**src/rtl/dbg_emu_pkg.sv**
```systemverilog
// Package: shared constants of the debug emulator mode controller.
// Assumes: widths used elsewhere default to 4-bit status, 8-bit vector.
package dbg_emu_pkg;
    localparam logic [3:0] PST_IDLE  = 4'h0;
    localparam logic [3:0] PST_DBG   = 4'hD;
    localparam logic [7:0] VEC_DEBUG = 8'd12;
    localparam int unsigned TT_EMU       = 2;
    localparam int unsigned TM_EMU_DATA  = 5;
    localparam int unsigned TM_EMU_FETCH = 6;
endpackage

```
**src/rtl/dbg_req_arb.sv**
```systemverilog
// Module: debug request arbiter.
// Holds a breakpoint request until the interrupt sample point and grants it
// above every ordinary interrupt level. It discards triggers while in
// emulator mode and in the post-exit window, which ends at the next
// instruction retire.
// Assumes: single-cycle pulses on brk_trig, isample, rte_done, instr_ret.
module dbg_req_arb #(
    parameter int unsigned IRQ_W = 3
) (
    input  logic             clk,
    input  logic             rst_n,
    input  logic             brk_trig,
    input  logic             isample,
    input  logic [IRQ_W-1:0] irq_lvl,
    input  logic             emu_mode,
    input  logic             rte_done,
    input  logic             instr_ret,
    output logic             dbg_pend,
    output logic             dbg_take,
    output logic             irq_take
);
    logic inhibit_q;
    logic trig_ok;

    // Accept a trigger only outside emulator mode and outside the post-exit window.
    always_comb trig_ok = brk_trig && !inhibit_q && !emu_mode;

    // Grant at the sample point; a debug grant suppresses any ordinary interrupt.
    always_comb begin
        dbg_take = isample && !emu_mode && (dbg_pend || trig_ok);
        irq_take = isample && !emu_mode && (irq_lvl != '0) && !dbg_take;
    end

    // Pending request: set on an accepted trigger, cleared when granted.
    always_ff @(posedge clk) begin
        if (!rst_n) dbg_pend <= 1'b0;
        else        dbg_pend <= (dbg_pend || trig_ok) && !dbg_take;
    end

    // Post-exit block: set when emulator mode ends, cleared by an instruction retire.
    always_ff @(posedge clk) begin
        if (!rst_n)                     inhibit_q <= 1'b0;
        else if (rte_done && emu_mode)  inhibit_q <= 1'b1;
        else if (instr_ret)             inhibit_q <= 1'b0;
    end
endmodule

```
**src/rtl/emu_mode_ctl.sv**
```systemverilog
// Module: emulator mode state and status code sequencer.
// Enters emulator mode on a debug grant, or on a reset or trace exception when
// its control bit is set, and leaves it on return-from-exception. Drives the
// debug status code for PST_HOLD cycles after each debug grant.
// Assumes: entry events take priority over an exit in the same cycle.
module emu_mode_ctl #(
    parameter int unsigned PST_HOLD = 3
) (
    input  logic       clk,
    input  logic       rst_n,
    input  logic       dbg_take,
    input  logic       rst_exc,
    input  logic       trc_exc,
    input  logic       ctl_emu,
    input  logic       ctl_trc,
    input  logic       rte_done,
    output logic       emu_mode,
    output logic [3:0] pst
);
    import dbg_emu_pkg::*;

    localparam int unsigned CNT_W = $clog2(PST_HOLD + 1);
    localparam logic [CNT_W-1:0] HOLD_LOAD = CNT_W'(PST_HOLD);

    logic             enter;
    logic [CNT_W-1:0] hold_cnt;

    // Any of the three entry routes.
    always_comb enter = dbg_take || (rst_exc && ctl_emu) || (trc_exc && ctl_trc);

    // Mode register: entry wins, return-from-exception leaves.
    always_ff @(posedge clk) begin
        if (!rst_n)        emu_mode <= 1'b0;
        else if (enter)    emu_mode <= 1'b1;
        else if (rte_done) emu_mode <= 1'b0;
    end

    // Status hold counter, loaded on each debug grant.
    always_ff @(posedge clk) begin
        if (!rst_n)                  hold_cnt <= '0;
        else if (dbg_take)           hold_cnt <= HOLD_LOAD;
        else if (hold_cnt != '0)     hold_cnt <= hold_cnt - 1'b1;
    end

    // Status code: debug code while the counter runs, idle otherwise.
    always_comb pst = (hold_cnt != '0) ? PST_DBG : PST_IDLE;
endmodule

```
**src/rtl/emu_space_map.sv**
```systemverilog
// Module: access space override.
// In emulator mode with the map bit set, forces every access into the debug
// address space and disables caching and on-chip SRAM; otherwise passes the
// transfer attributes through.
// Assumes: purely combinational, attributes valid in the access cycle.
module emu_space_map #(
    parameter int unsigned TT_W = 2,
    parameter int unsigned TM_W = 3
) (
    input  logic            emu_mode,
    input  logic            ctl_map,
    input  logic            acc_ifetch,
    input  logic [TT_W-1:0] tt_in,
    input  logic [TM_W-1:0] tm_in,
    output logic [TT_W-1:0] tt_out,
    output logic [TM_W-1:0] tm_out,
    output logic            cache_off
);
    import dbg_emu_pkg::*;

    localparam logic [TT_W-1:0] TT_FORCED = TT_W'(TT_EMU);
    localparam logic [TM_W-1:0] TM_DATA   = TM_W'(TM_EMU_DATA);
    localparam logic [TM_W-1:0] TM_FETCH  = TM_W'(TM_EMU_FETCH);

    logic redirect;

    // Select forced or passed-through attributes.
    always_comb begin
        redirect  = emu_mode && ctl_map;
        cache_off = redirect;
        tt_out    = redirect ? TT_FORCED : tt_in;
        tm_out    = redirect ? (acc_ifetch ? TM_FETCH : TM_DATA) : tm_in;
    end
endmodule

```
**src/rtl/dbg_emu_ctrl.sv**
```systemverilog
// Module: debug emulator mode controller, top level.
// Joins the request arbiter, the mode sequencer and the access space override,
// and presents the debug vector number during a debug grant.
// Assumes: all inputs synchronous to clk; reset is synchronous active-low.
module dbg_emu_ctrl #(
    parameter int unsigned IRQ_W    = 3,
    parameter int unsigned TT_W     = 2,
    parameter int unsigned TM_W     = 3,
    parameter int unsigned PST_HOLD = 3
) (
    input  logic             clk,
    input  logic             rst_n,
    input  logic             brk_trig,
    input  logic             isample,
    input  logic [IRQ_W-1:0] irq_lvl,
    input  logic             rst_exc,
    input  logic             trc_exc,
    input  logic             rte_done,
    input  logic             instr_ret,
    input  logic             ctl_emu,
    input  logic             ctl_trc,
    input  logic             ctl_map,
    input  logic             acc_ifetch,
    input  logic [TT_W-1:0]  tt_in,
    input  logic [TM_W-1:0]  tm_in,
    output logic             dbg_pend,
    output logic             dbg_take,
    output logic             irq_take,
    output logic [7:0]       vec_num,
    output logic [3:0]       pst,
    output logic             emu_mode,
    output logic [TT_W-1:0]  tt_out,
    output logic [TM_W-1:0]  tm_out,
    output logic             cache_off
);
    import dbg_emu_pkg::*;

    dbg_req_arb #(.IRQ_W(IRQ_W)) u_arb (
        .clk       (clk),
        .rst_n     (rst_n),
        .brk_trig  (brk_trig),
        .isample   (isample),
        .irq_lvl   (irq_lvl),
        .emu_mode  (emu_mode),
        .rte_done  (rte_done),
        .instr_ret (instr_ret),
        .dbg_pend  (dbg_pend),
        .dbg_take  (dbg_take),
        .irq_take  (irq_take)
    );

    emu_mode_ctl #(.PST_HOLD(PST_HOLD)) u_mode (
        .clk      (clk),
        .rst_n    (rst_n),
        .dbg_take (dbg_take),
        .rst_exc  (rst_exc),
        .trc_exc  (trc_exc),
        .ctl_emu  (ctl_emu),
        .ctl_trc  (ctl_trc),
        .rte_done (rte_done),
        .emu_mode (emu_mode),
        .pst      (pst)
    );

    emu_space_map #(.TT_W(TT_W), .TM_W(TM_W)) u_map (
        .emu_mode   (emu_mode),
        .ctl_map    (ctl_map),
        .acc_ifetch (acc_ifetch),
        .tt_in      (tt_in),
        .tm_in      (tm_in),
        .tt_out     (tt_out),
        .tm_out     (tm_out),
        .cache_off  (cache_off)
    );

    // Vector number is presented only while the debug grant is active.
    always_comb vec_num = dbg_take ? VEC_DEBUG : 8'd0;
endmodule

```
**config.mk**
```make
export PLATFORM = sky130hd
export DESIGN_NAME = dbg_emu_ctrl
export DESIGN_NICKNAME = d
export VERILOG_FILES = /design/src/rtl/dbg_emu_pkg.sv /design/src/rtl/dbg_req_arb.sv /design/src/rtl/emu_mode_ctl.sv /design/src/rtl/emu_space_map.sv /design/src/rtl/dbg_emu_ctrl.sv
export SDC_FILE = /design/constraint.sdc
export NUM_CORES = 1
export LEC_CHECK = 0
export ABC_AREA = 1
export ABC_CLOCK_PERIOD_IN_PS = 1200
export BUFFER_PORTS_ARGS = -buffer_cell sky130_fd_sc_hd__buf_2
export CORE_ASPECT_RATIO = 0.9
export CORE_UTILIZATION = 24
export DETAILED_ROUTE_END_ITERATION = 6
export PLACE_DENSITY_LB_ADDON = 0.3
export SYNTH_ARGS = -nofsm -noshare
export SYNTH_HDL_FRONTEND = slang
export SYNTH_SLANG_ARGS = --single-unit
export TNS_END_PERCENT = 20
```
**constraint.sdc**
```tcl
create_clock -name clk -period 1.2 [get_ports clk]
set_input_delay 0.06 -clock clk [delete_from_list [all_inputs] [get_ports clk]]
set_output_delay 0.06 -clock clk [all_outputs]
set_load 0.02 [all_outputs]
```
# After elaboration in Yosys (flattened, before gate mapping)
# Cells that the tools add are included.
# totals
register_bits,5
inputBits,20
# op_classes
add_sub_neg,1
n_mux,11
reduce_logical,22
# ops
op,n
$logic_and 1x1->1,11
$mux 2,4
$mux 4,2
$reduce_bool 2->1,4
$mux 1,4
$logic_not 1->1,3
$logic_or 1x1->1,3
$mux 3,1
$reduce_bool 3->1,1
$sub 2x1->2 const B,1

# Longest topological paths before layout
# Gate-level depths: netlist of the first run.
# logic_depth
ltp_word,8
depth_mapped,6
depth_no_buf,6

# Hierarchy
# From an unflattened synthesis of the first run, not the netlist that was laid out.
# hier_totals
hier_cells,75
hier_area_um2,442.9
# modules_own_cells
module,instances,cells_each,area_each_um2,seq_area_each_um2
emu_mode_ctl,1,30,185.2,60.1
dbg_req_arb,1,21,130.1,40.0
dbg_emu_ctrl,1,9,63.8,0.0
emu_space_map,1,15,63.8,0.0

# Worst setup path before layout of the first run
# OpenSTA, ideal clock, no wires.
# synth_path
path_type,flip-flop to output port
from,register u_mode.emu_mode
to,output port irq_take
t_arrival_ns,1.205
t_required_ns,1.140
path_slack_ns,-0.065
stages_incl_launch_ff,5
n_path_buf,0
cell_sequence,dfxtp_1 nor2_1 nand2_1 nand2_2 nor3b_1
# synth_between
elab_chain_len,6
word_cells_on_any_way,8
classes_between,8 x reduce/logical
# synth_rtl
item,line,text
"start, declared",emu_mode_ctl.sv:17,"output logic emu_mode,"
"start signal, assigned",emu_mode_ctl.sv:33,if (!rst_n) emu_mode <= 1'b0;
"start signal, assigned",emu_mode_ctl.sv:34,else if (enter) emu_mode <= 1'b1;
"start signal, assigned",emu_mode_ctl.sv:35,else if (rte_done) emu_mode <= 1'b0;
$logic_not 1->1 (*),"dbg_req_arb.sv:26, dbg_req_arb.sv:30, dbg_req_arb.sv:31",
$logic_and 1x1->1,dbg_req_arb.sv:26,always_comb trig_ok = brk_trig && !inhibit_q && !emu_mode;
$logic_or 1x1->1,dbg_req_arb.sv:30,dbg_take = isample && !emu_mode && (dbg_pend || trig_ok);
$logic_and 1x1->1,dbg_req_arb.sv:30,
$logic_not 1->1,dbg_req_arb.sv:31,irq_take = isample && !emu_mode && (irq_lvl != '0) && !dbg_take;
$logic_and 1x1->1 (*),dbg_req_arb.sv:31,
"end, declared",dbg_emu_ctrl.sv:28,"output logic irq_take,"
# Every way passes the cells marked *; elsewhere a longest branch is shown, timed or not.

# Worst setup path after layout of the first run
# layout_path
from,register u_mode.emu_mode
to,output port tt_out[1]
# layout_between
elab_chain_len,2
# layout_rtl
item,line,text
$logic_and 1x1->1,emu_space_map.sv:29,redirect = emu_mode && ctl_map;
$mux 2,emu_space_map.sv:31,tt_out = redirect ? TT_FORCED : tt_in;
"end, declared",dbg_emu_ctrl.sv:32,"output logic [TT_W-1:0] tt_out,"
# Every way passes these cells.

==> impl_metrics.csv, run 1 <==
group,metric,value,unit
synth,yosysWarnings,0,
synth,syn_avg_cell_area,6.32,µm²
worst_setup_path,path_class,"reg -> out",
die,ios,42,
worst_setup_path,cp-start-kind,"flop",
global_route,grtUsageTotal,10.5,%
cts,cts_max_level,1,
finish,post-route-util,40.4,%
synth,synth-seq-cells,5,
finish,antennaDiodeCount,0,
detailed_routing,num_vias,423,
synth,synth_area,392,µm²
worst_hold_path,hold_path_class,"in -> reg",
timing,final.period_utilization,99.7,%
global_route,grt_first_pass_wirelength,1.22,mm
timing,max_freq,836,MHz
cts,cts_tree,"done",
cts,numCtsBuffers,3,
finish,final_cell_mix,"28 x buf_2, 13 x nand2_1, 9 x inv_1, 7 x conb_1, 5 x buf_4",
worst_setup_path,worstPathMaxFanout,6,
global_route,grt_overflow,0,
timing,hold_viol,0,
die,die_x,44.6,µm
global_route,antenna_found_initial,0,
timing,setup_viol,0,
cts,cts.reportedPaths.clkPinSlew,40,ps
global_route,grt_pass1_vias,329,
finish,seqCellArea,104,µm²
detailed_routing,wl_per_cell,7.02,µm
worst_setup_path,critical_path_arrival,1140,ps
die,design.core.area,1480,µm²
synth,ys_types,15,
finish,nFillCells,157,
power,p_per_area,1570,nW/µm²
global_route,grt_max_degree,7,
timing,final_max_slew_viol_count,0,
detailed_routing,drt_iter0_drc,5,
finish,final_layout_size_suffix_gt1_share,50.5,%
timing,clock_skew,1.61,ps
place,place_congestion,0.695,
cts,ctsHoldBuffers,0,
worst_setup_path,critPathCaptureType,"output port",
timing,post-route-min-period,1200,ps
synth,yosysSeqAreaShare,25.6,%
synth,syn_inst,62,
flow_run,drv_cap,0,
status,status,"finished, final reports clean",
cts,postCtsSetupBuffers,0,
cts,clkLatencyLatePin,240,ps
finish,layout_commonest_cell,"buf_2",
detailed_routing,ant_nets,0,
detailed_routing,drt_wl_total,821,µm
die,row_count,13,
power,ir_drop,0.000869,V
detailed_routing,avgViaCountPerCell,3.62,
cts,clock-sinks,5,
finish,finalNetCount,117,
cts,root_buffer,"clkbuf_4",
timing,rsz0062_at_grt,"yes",
cts,clockBufferDepth,2,
timing,hold_ws,61.3,ps
power,p_leak,0.380,nW
finish,area_growth,52.7,%
die,die_h,40.3,µm
place,place_inst,113,
detailed_routing,dr.pass1.iters,4,
finish,final_cells,117,
worst_setup_path,worstPathRequired,1140,ps
die,dieArea,1800,µm²
die,start_util,26.5,%
finish,multiInputGateArea,206,µm²
place,portBuffers,34,
place,dp_hpwl,725,µm
detailed_routing,drc,0,
[repair_timing]
action                     CTS  global route
gates resized for setup      6             9
pin swaps                    0             0
setup endpoints to repair    7             9
hold endpoints to repair     0             0
[power by group]
part | leakage [nW] | internal, mW | switching [mW] | total, mW
combinational | 0.323 | 0.203 | 0.310 | 0.513
clock | 0.0150 | 0.125 | 0.0649 | 0.190
sequential | 0.0420 | 0.208 | 0.0251 | 0.233
[cell families after synthesis]
kind of cell / Yosys count / share of synthesized area, %
and+or+nand+nor: 25 / 27.8
buffers and inverters: 23 / 32.6
AOI/OAI and AO/OA: 6 / 7.67
DFF: 5 / 25.6
xor gates and xnor gates: 1 / 2.24
adders and majority gates: 1 / 3.19
other: 1 / 0.958
[final timing paths]
path | startpoint | to | slack, ps | cells after the start
worst max-delay path | u_mode.emu_mode$_SDFFE_PN0P_ | tt_out[1] | 3 | 4
worst min-delay path | rst_n | u_arb.dbg_pend$_SDFF_PN0_ | 60 | 3
worst max register to register | u_mode.hold_cnt[0]$_SDFFE_PN0P_ | u_mode.hold_cnt[1]$_SDFFE_PN0P_ | 210 | 5
worst min register to register | u_arb.inhibit_q$_SDFFE_PN0P_ | u_arb.inhibit_q$_SDFFE_PN0P_ | 470 | 2
[Yosys cell counts]
cell type	instances	area share, %
conb_1	1	0.96
nor2_1	5	4.8
or2_2	2	3.2
ha_1	1	3.2
nand2_1	14	13
nand2_2	2	3.2
o21ai_0	2	2.6
a21oi_1	4	5.1
xor2_1	1	2.2
dfxtp_1	5	26
inv_1	11	11
nor3b_1	1	1.9
buf_4	11	21
nor3_1	1	1.3
inv_2	1	0.96
[registers in the layout, indices dropped and copies added, names as in the netlist]
register	count
u_arb.dbg_pend	1
u_mode.emu_mode	1
u_arb.inhibit_q	1
u_mode.hold_cnt	2
[per-stage QoR]
stage | instance area [µm²] | total power, mW | setup TNS, ps | worst slack (ps)
2_1_floorplan | 419 | 0.651 | -15.1 | -15.1
3_3_place_gp | 534 | 0.709 | 0 | 180
3_5_place_dp | 534 | 0.715 | 0 | 174
4_1_cts | 572 | 0.922 | -42.6 | -21.4
5_1_grt | 598 | 1.02 | -342 | -67.9
6_report | 598 | 0.937 | 0 | 3.20
[per-layer routing]
layer,GRT usage [%],share of wire [%],vias up
met5,0,0,-
met4,6.82,2.2,0
met3,6.76,8.9,5
met2,18.0,47,20
met1,9.52,42,167
li1,-,-,231
[worst max-delay path: stages, from the launching register on]
cell and delay, ps:
dfxtp_4 360, nand2_4 70, inv_2 50, or2_2 260, buf_2 160
[area by class of cell]
cell class / count / area share (%)
Clock buffer: 4 / 4.39
Inverter: 12 / 7.53
Multi-Input combinational cell: 40 / 34.5
Sequential cell: 5 / 17.4
Tap cell: 22 / 4.60
Timing Repair Buffer: 34 / 31.6
Power figures use the tool's default switching activity.
==> run 2, diff against run 1 <==
--- a/config.mk
+++ b/config.mk
@@ -9,7 +9,7 @@
 export ABC_CLOCK_PERIOD_IN_PS = 1200
 export BUFFER_PORTS_ARGS = -buffer_cell sky130_fd_sc_hd__buf_2
-export CORE_ASPECT_RATIO = 0.9
-export CORE_UTILIZATION = 24
+export CORE_AREA = 2 2 39 41
 export DETAILED_ROUTE_END_ITERATION = 6
+export DIE_AREA = 0 0 41 43
 export PLACE_DENSITY_LB_ADDON = 0.3
 export SYNTH_ARGS = -nofsm -noshare
==> constraint.sdc (replaced) <==
create_clock -name clk -period 1.2 [get_ports clk]
set_input_delay 0.06 -clock clk [delete_from_list [all_inputs] [get_ports clk]]
set_output_delay 0.06 -clock clk [all_outputs]
set_load 0.05 [all_outputs]
==> run 2 against run 1 <==
Net effect:
- the flow now finishes with violations (negative setup slack)
- setup slack got worse by 87 ps
- die area decreased by 1.9%
- critical path depth increased by 2
- clock skew about the same
- cell count decreased by 3.4%
- sequential share of layout area decreased by 1.6 points
- total power increased by 36%
- count of clock-buffer cells in the layout unchanged
- critical path type unchanged
- critical endpoint is now vec_num[3]
==> impl_metrics.csv, run 2 (same netlist as run 1, synthesis figures left out) <==
group,metric,value,unit
finish,largest_reg_flops,2,
timing,setup_viol,9,
global_route,antenna_found_initial,0,
global_route,grt_first_pass_wirelength,1.15,mm
die,design.core.area,1380,µm²
detailed_routing,drc,0,
finish,nFillCells,143,
die,start_util,28.3,%
place,place_congestion,0.706,
finish,seqCellArea,105,µm²
place,portBuffers,34,
timing,fin_ws,-84.2,ps
worst_hold_path,hold_path_class,"in -> reg",
timing,rsz0062_at_grt,"yes",
finish,multiInputGateArea,219,µm²
detailed_routing,dr.pass1.iters,4,
detailed_routing,drt_wl_total,953,µm
status,status,"finished, violations left",
timing,final.period_utilization,107,%
global_route,grt_max_degree,7,
cts,cts_max_level,1,
die,die_x,41,µm
timing,clock_skew,2.03,ps
finish,final_cell_area,668,µm²
global_route,grtUsageTotal,10.3,%
finish,regMostFlops,"u_mode.hold_cnt",
timing,max_freq,779,MHz
finish,antennaDiodeCount,0,
detailed_routing,drt_iter0_drc,4,
die,die_h,43,µm
finish,area_growth,70.6,%
finish,finalNetCount,119,
cts,cts_tree,"done",
power,p_per_area,1910,nW/µm²
worst_setup_path,critPathCaptureType,"output port",
worst_setup_path,worstPathMaxFanout,6,
worst_setup_path,path_class,"reg -> out",
detailed_routing,wl_per_cell,8.43,µm
die,dieArea,1760,µm²
global_route,grt_pass1_vias,341,
detailed_routing,ant_nets,0,
timing,final_max_slew_viol_count,0,
cts,clkLatencyLatePin,240,ps
worst_setup_path,critical_path_arrival,1220,ps
worst_setup_path,worstPathRequired,1140,ps
timing,hold_viol,0,
die,row_count,14,
flow_run,drv_cap,0,
cts,root_buffer,"clkbuf_4",
cts,cts.reportedPaths.clkPinSlew,50,ps
detailed_routing,num_vias,449,
cts,ctsHoldBuffers,0,
status,violations,"negative setup slack",
worst_setup_path,cp-start-kind,"flop",
finish,final_layout_size_suffix_gt1_share,55.7,%
finish,final_cell_mix,"22 x buf_2, 12 x nand2_1, 10 x inv_1, 7 x conb_1",
timing,post-route-min-period,1280,ps
detailed_routing,avgViaCountPerCell,3.97,
finish,layout_commonest_cell,"buf_2",
place,dp_hpwl,753,µm
place,placed_area,563,µm²
power,ir_drop,0.00123,V
die,ios,42,
cts,clockBufferDepth,2,
timing,fin_setup_tns,-541,ps
power,p_leak,0.393,nW
cts,clock-sinks,5,
global_route,grt_overflow,0,
cts,numCtsBuffers,3,
[run 2: changes by cell type in the layout (fill, tap and decap cells not counted), sizes merged]
cell | previous run | this run
inv | 12 | 11
clkinvlp | 0 | 1
clkbuf | 4 | 6
[run 2: cell type report]
cell class / instances / area share [%]
inverter: 12 / 7.30
timing repair buffer: 36 / 37.3
tap: 16 / 3.00
multi-input combinational: 40 / 32.8
sequential: 5 / 15.7
clock buffer: 4 / 3.93
[run 2: report_power, final]
group / total [mW] / switching [mW] / leakage, nW / internal (mW)
Clock: 0.198 / 0.0719 / 0.0150 / 0.126
Sequential: 0.234 / 0.0255 / 0.0424 / 0.209
Combinational: 0.845 / 0.586 / 0.336 / 0.259
Total: 1.28 / 0.683 / 0.393 / 0.593
[run 2: path summary, 6_finish.rpt]
path | start | end | slack, ps | cells after the start
worst max-delay path | u_mode.emu_mode$_SDFFE_PN0P_ | vec_num[3] | -80 | 6
worst min-delay path | rst_n | u_arb.dbg_pend$_SDFF_PN0_ | 50 | 3
worst max register to register | u_mode.hold_cnt[0]$_SDFFE_PN0P_ | u_mode.hold_cnt[1]$_SDFFE_PN0P_ | 140 | 6
worst min register to register | u_arb.inhibit_q$_SDFFE_PN0P_ | u_arb.inhibit_q$_SDFFE_PN0P_ | 480 | 2
[run 2: through the flow]
stage	worst slack [ps]	hold slack [ps]	power [mW]	instances	utilization, %
6_report	-84.2	45.7	1.28	113	48.3
4_1_cts	-78.8	39.7	1.28	113	47.2
5_1_grt	-141	40.4	1.36	113	48.3
2_1_floorplan	-123	175	0.939	68	-
3_3_place_gp	104	303	0.990	108	40.7
3_5_place_dp	85.7	299	0.997	108	40.7
[run 2: repair_timing]
| item | 4_1_cts | 5_1_grt |
|---|---|---|
| gates resized for setup | 19 | 5 |
| setup endpoints to repair | 12 | 12 |
| setup buffers | 1 | 0 |
[run 2: routing by layer]
| metal | routed length [µm] | share of wire [%] | track usage [%] | vias to the layer above |
|---|---|---|---|---|
| li1 | - | - | - | 233 |
| met1 | 335 | 35 | 9.03 | 183 |
| met4 | 6 | 0.63 | 4.00 | 0 |
| met5 | 0 | 0 | 0 | - |
| met2 | 451 | 47 | 16.6 | 31 |
| met3 | 159 | 17 | 7.85 | 2 |
[run 2: worst max-delay path: stages, from the launching register on]
cell	delay [ps]
dfxtp_4	360
nor2_2	80
nand2_1	70
nand2_2	120
nand2_4	70
clkinvlp_4	110
buf_6	170
==> run 3, diff against run 2 <==
- BUFFER_PORTS_ARGS: -buffer_cell sky130_fd_sc_hd__buf_2 -> -buffer_cell sky130_fd_sc_hd__clkbuf_2
- CORE_AREA: 2 2 39 41 -> not set
- CORE_UTILIZATION: not set -> 34
- DIE_AREA: 0 0 41 43 -> not set
- SYNTH_HIERARCHICAL: not set -> 1
==> run 3 against run 2 <==
Net effect:
- the flow still finishes with violations (negative setup slack)
- sequential share of layout area is 0.93 points lower
- clock power hardly changed
- synthesized cell count is 21% higher
- area after synthesis is 13% higher
- utilization is 15 points higher
- total power is 17% higher
- via count is 11% higher
- fmax is 2.6% higher
- largest power group unchanged
==> impl_metrics.csv, run 3 <==
group,metric,value,unit
synth,synthArstFlopShare,0,%
power,p_leak,0.456,nW
power,p_per_area,2030,nW/µm²
worst_setup_path,crit_chain,"nor2_4 -> nand2_2 -> a21oi_4 -> clkbuf_8",
detailed_routing,wl_per_cell,7.43,µm
finish,final_cell_mix,"24 x clkbuf_2, 21 x nand2_1, 16 x inv_1, 7 x conb_1, 6 x clkbuf_4",
cts,cts.reportedPaths.clkPinSlew,40,ps
detailed_routing,avgViaCountPerCell,3.96,
detailed_routing,dr_wl_met3,100,µm
finish,layout_commonest_cell,"clkbuf_2",
detailed_routing,drt_wl_total,936,µm
detailed_routing,wl_met2,483,µm
cts,cts_tree,"done",
place,dp_hpwl,681,µm
detailed_routing,ant_nets,0,
finish,final_layout_size_suffix_gt1_share,50.0,%
worst_setup_path,critPathCaptureType,"output port",
detailed_routing,drc,0,
synth,yosysMostFrequentCell,"nand2_1",
synth,syn_inst,75,
finish,nFillCells,115,
finish,largest_reg_flops,2,
status,violations,"negative setup slack",
worst_setup_path,crit_family,"flip-flops",
detailed_routing,dr.pass1.iters,4,
global_route,grt_overflow,0,
worst_setup_path,slowest_delay,360,ps
synth,synth_edf_count,0,
die,design.core.area,1160,µm²
synth,syn_avg_cell_area,5.91,µm²
status,status,"finished, violations left",
synth,synth-seq-cells,5,
synth,ys_top_cells_by_count,"21 x nand2_1, 16 x inv_1, 11 x buf_4",
worst_setup_path,worst-path-buf-inv,1,
global_route,grt_first_pass_wirelength,1.46,mm
synth,ys_types,14,
finish,antennaDiodeCount,0,
worst_hold_path,hold_path_class,"in -> reg",
worst_setup_path,worstPathRequired,1140,ps
cts,clkLatencyLatePin,240,ps
synth,synth_top_area_cell,"dfxtp_1",
power,power,1.50,mW
synth,synth_area,443,µm²
place,place_congestion,0.648,
cts,root_buffer,"clkbuf_4",
worst_setup_path,path_class,"reg -> out",
cts,cts_max_level,1,
synth,synthTopCellsByArea,"dfxtp_1 23%, buf_4 19%, nand2_1 18%",
timing,hold_viol,0,
detailed_routing,num_vias,499,
detailed_routing,met1_length,344,µm
synth,ys.flop_type,"dfxtp_1",
timing,rsz0062_at_grt,"yes",
cts,clockBufferDepth,2,
timing,setup_viol,3,
synth,yosysWarnings,6,
detailed_routing,drt_iter0_drc,6,
timing,clock_skew,0.917,ps
finish,regMostFlops,"u_mode/hold_cnt",
detailed_routing,routed.top_layer,"met4",
timing,post-route-min-period,1250,ps
worst_setup_path,slowest_stage,"dfxtp_4",
die,row_count,12,
die,ios,42,
synth,yosysSeqAreaShare,22.6,%
timing,fin_ws,-52.1,ps
timing,final.period_utilization,104,%
global_route,antenna_found_initial,0,
worst_setup_path,worstPathMaxFanout,6,
cts,numCtsBuffers,3,
place,portBuffers,34,
timing,max_freq,799,MHz
die,start_util,38.3,%
timing,final_max_slew_viol_count,0,
die,die_x,38.1,µm
global_route,grt_pass1_vias,389,
finish,finalNetCount,134,
global_route,grt_max_degree,7,
worst_setup_path,critical_path_arrival,1190,ps
finish,final_cell_area,736,µm²
finish,area_growth,66.1,%
place,placed_area,587,µm²
global_route,grtUsageTotal,15.0,%
die,die_h,38.1,µm
worst_setup_path,cp-start-kind,"flop",
power,ir_drop,0.00195,V
die,dieArea,1450,µm²
cts,clock-sinks,5,
flow_run,drv_cap,0,
synth,synth.top_cell.area_share,22.6,%
==> run 3: changes by cell type in the layout (fill, tap and decap cells not counted), moves of 2 or more <==
cell,change
nand3_1,+3
clkbuf_8,+3
buf_8,+2
buf_6,-5
buf_2,-22
or2_2,-2
a21oi_1,-2
inv_1,+6
clkbuf_2,+24
nand2_1,+9
==> run 3: per-layer routing <==
| metal | GRT usage, % | vias up |
|---|---|---|
| li1 | - | 274 |
| met3 | 5.81 | 2 |
| met4 | 8.04 | 0 |
| met5 | 0 | - |
| met1 | 13.1 | 195 |
| met2 | 28.4 | 28 |
==> run 3: cell families (layout without fill, tap and decap cells) <==
family	count (synthesis)	in the layout	synth area share, %
adder cells (fa/ha/maj)	1	1	2.82
other	2	7	1.70
AND/OR/NAND/NOR	33	33	31.1
AO/OA/AOI/OAI	5	5	7.91
buffers and inverters	29	61	33.9
flip-flops	5	5	22.6
==> run 3: timing repair <==
action                                  CTS  global route
resized for setup                        15            13
endpoints found under the setup margin    7            12
hold buffers                              0             0
setup buffers                             4             1
pin swaps                                 2             0
==> run 3: per-stage QoR <==
step	instances	hold slack (ps)	TNS, ps	utilization, %	setup WS [ps]
6_report	126	52.2	-155	63.6	-52.1
3_3_place_gp	117	300	0	50.8	126
5_1_grt	126	64.8	-413	63.6	-104
4_1_cts	125	54.9	-211	61.4	-40.4
2_1_floorplan	80	158	-556	-	-134
3_5_place_dp	117	308	0	50.8	98.9
==> run 3: final cells by class <==
| type | instances | area (µm²) | area share (%) |
|---|---|---|---|
| Timing Repair Buffer | 39 | 282 | 38.3 |
| Multi-Input combinational cell | 46 | 231 | 31.5 |
| Sequential cell | 5 | 109 | 14.8 |
| Inverter | 18 | 70.1 | 9.52 |
| Clock buffer | 4 | 26.3 | 3.57 |
| Tap cell | 14 | 17.5 | 2.38 |
==> run 3: final timing paths <==
check	startpoint	end	slack (ps)	depth (start not counted)
max	u_mode/emu_mode$_SDFFE_PN0P_	dbg_take	-50	4
min	rst_n	u_mode/hold_cnt[1]$_SDFFE_PN0P_	50	3
max reg2reg	u_mode/emu_mode$_SDFFE_PN0P_	u_mode/emu_mode$_SDFFE_PN0P_	60	8
min reg2reg	u_arb/inhibit_q$_SDFFE_PN0P_	u_arb/inhibit_q$_SDFFE_PN0P_	500	2
==> run 3: report_power, final <==
group | internal, mW | total, mW | switching [mW] | leakage (nW)
combinational | 0.395 | 1.06 | 0.669 | 0.398
clock | 0.126 | 0.197 | 0.0712 | 0.0150
sequential | 0.209 | 0.234 | 0.0246 | 0.0429
==> run 3: tightest hold or removal path: cells and delay by family <==
| kind | cells | cell delay (ps) |
|---|---|---|
| buffers and inverters | 2 | 150 |
| AND/OR/NAND/NOR | 1 | 50 |
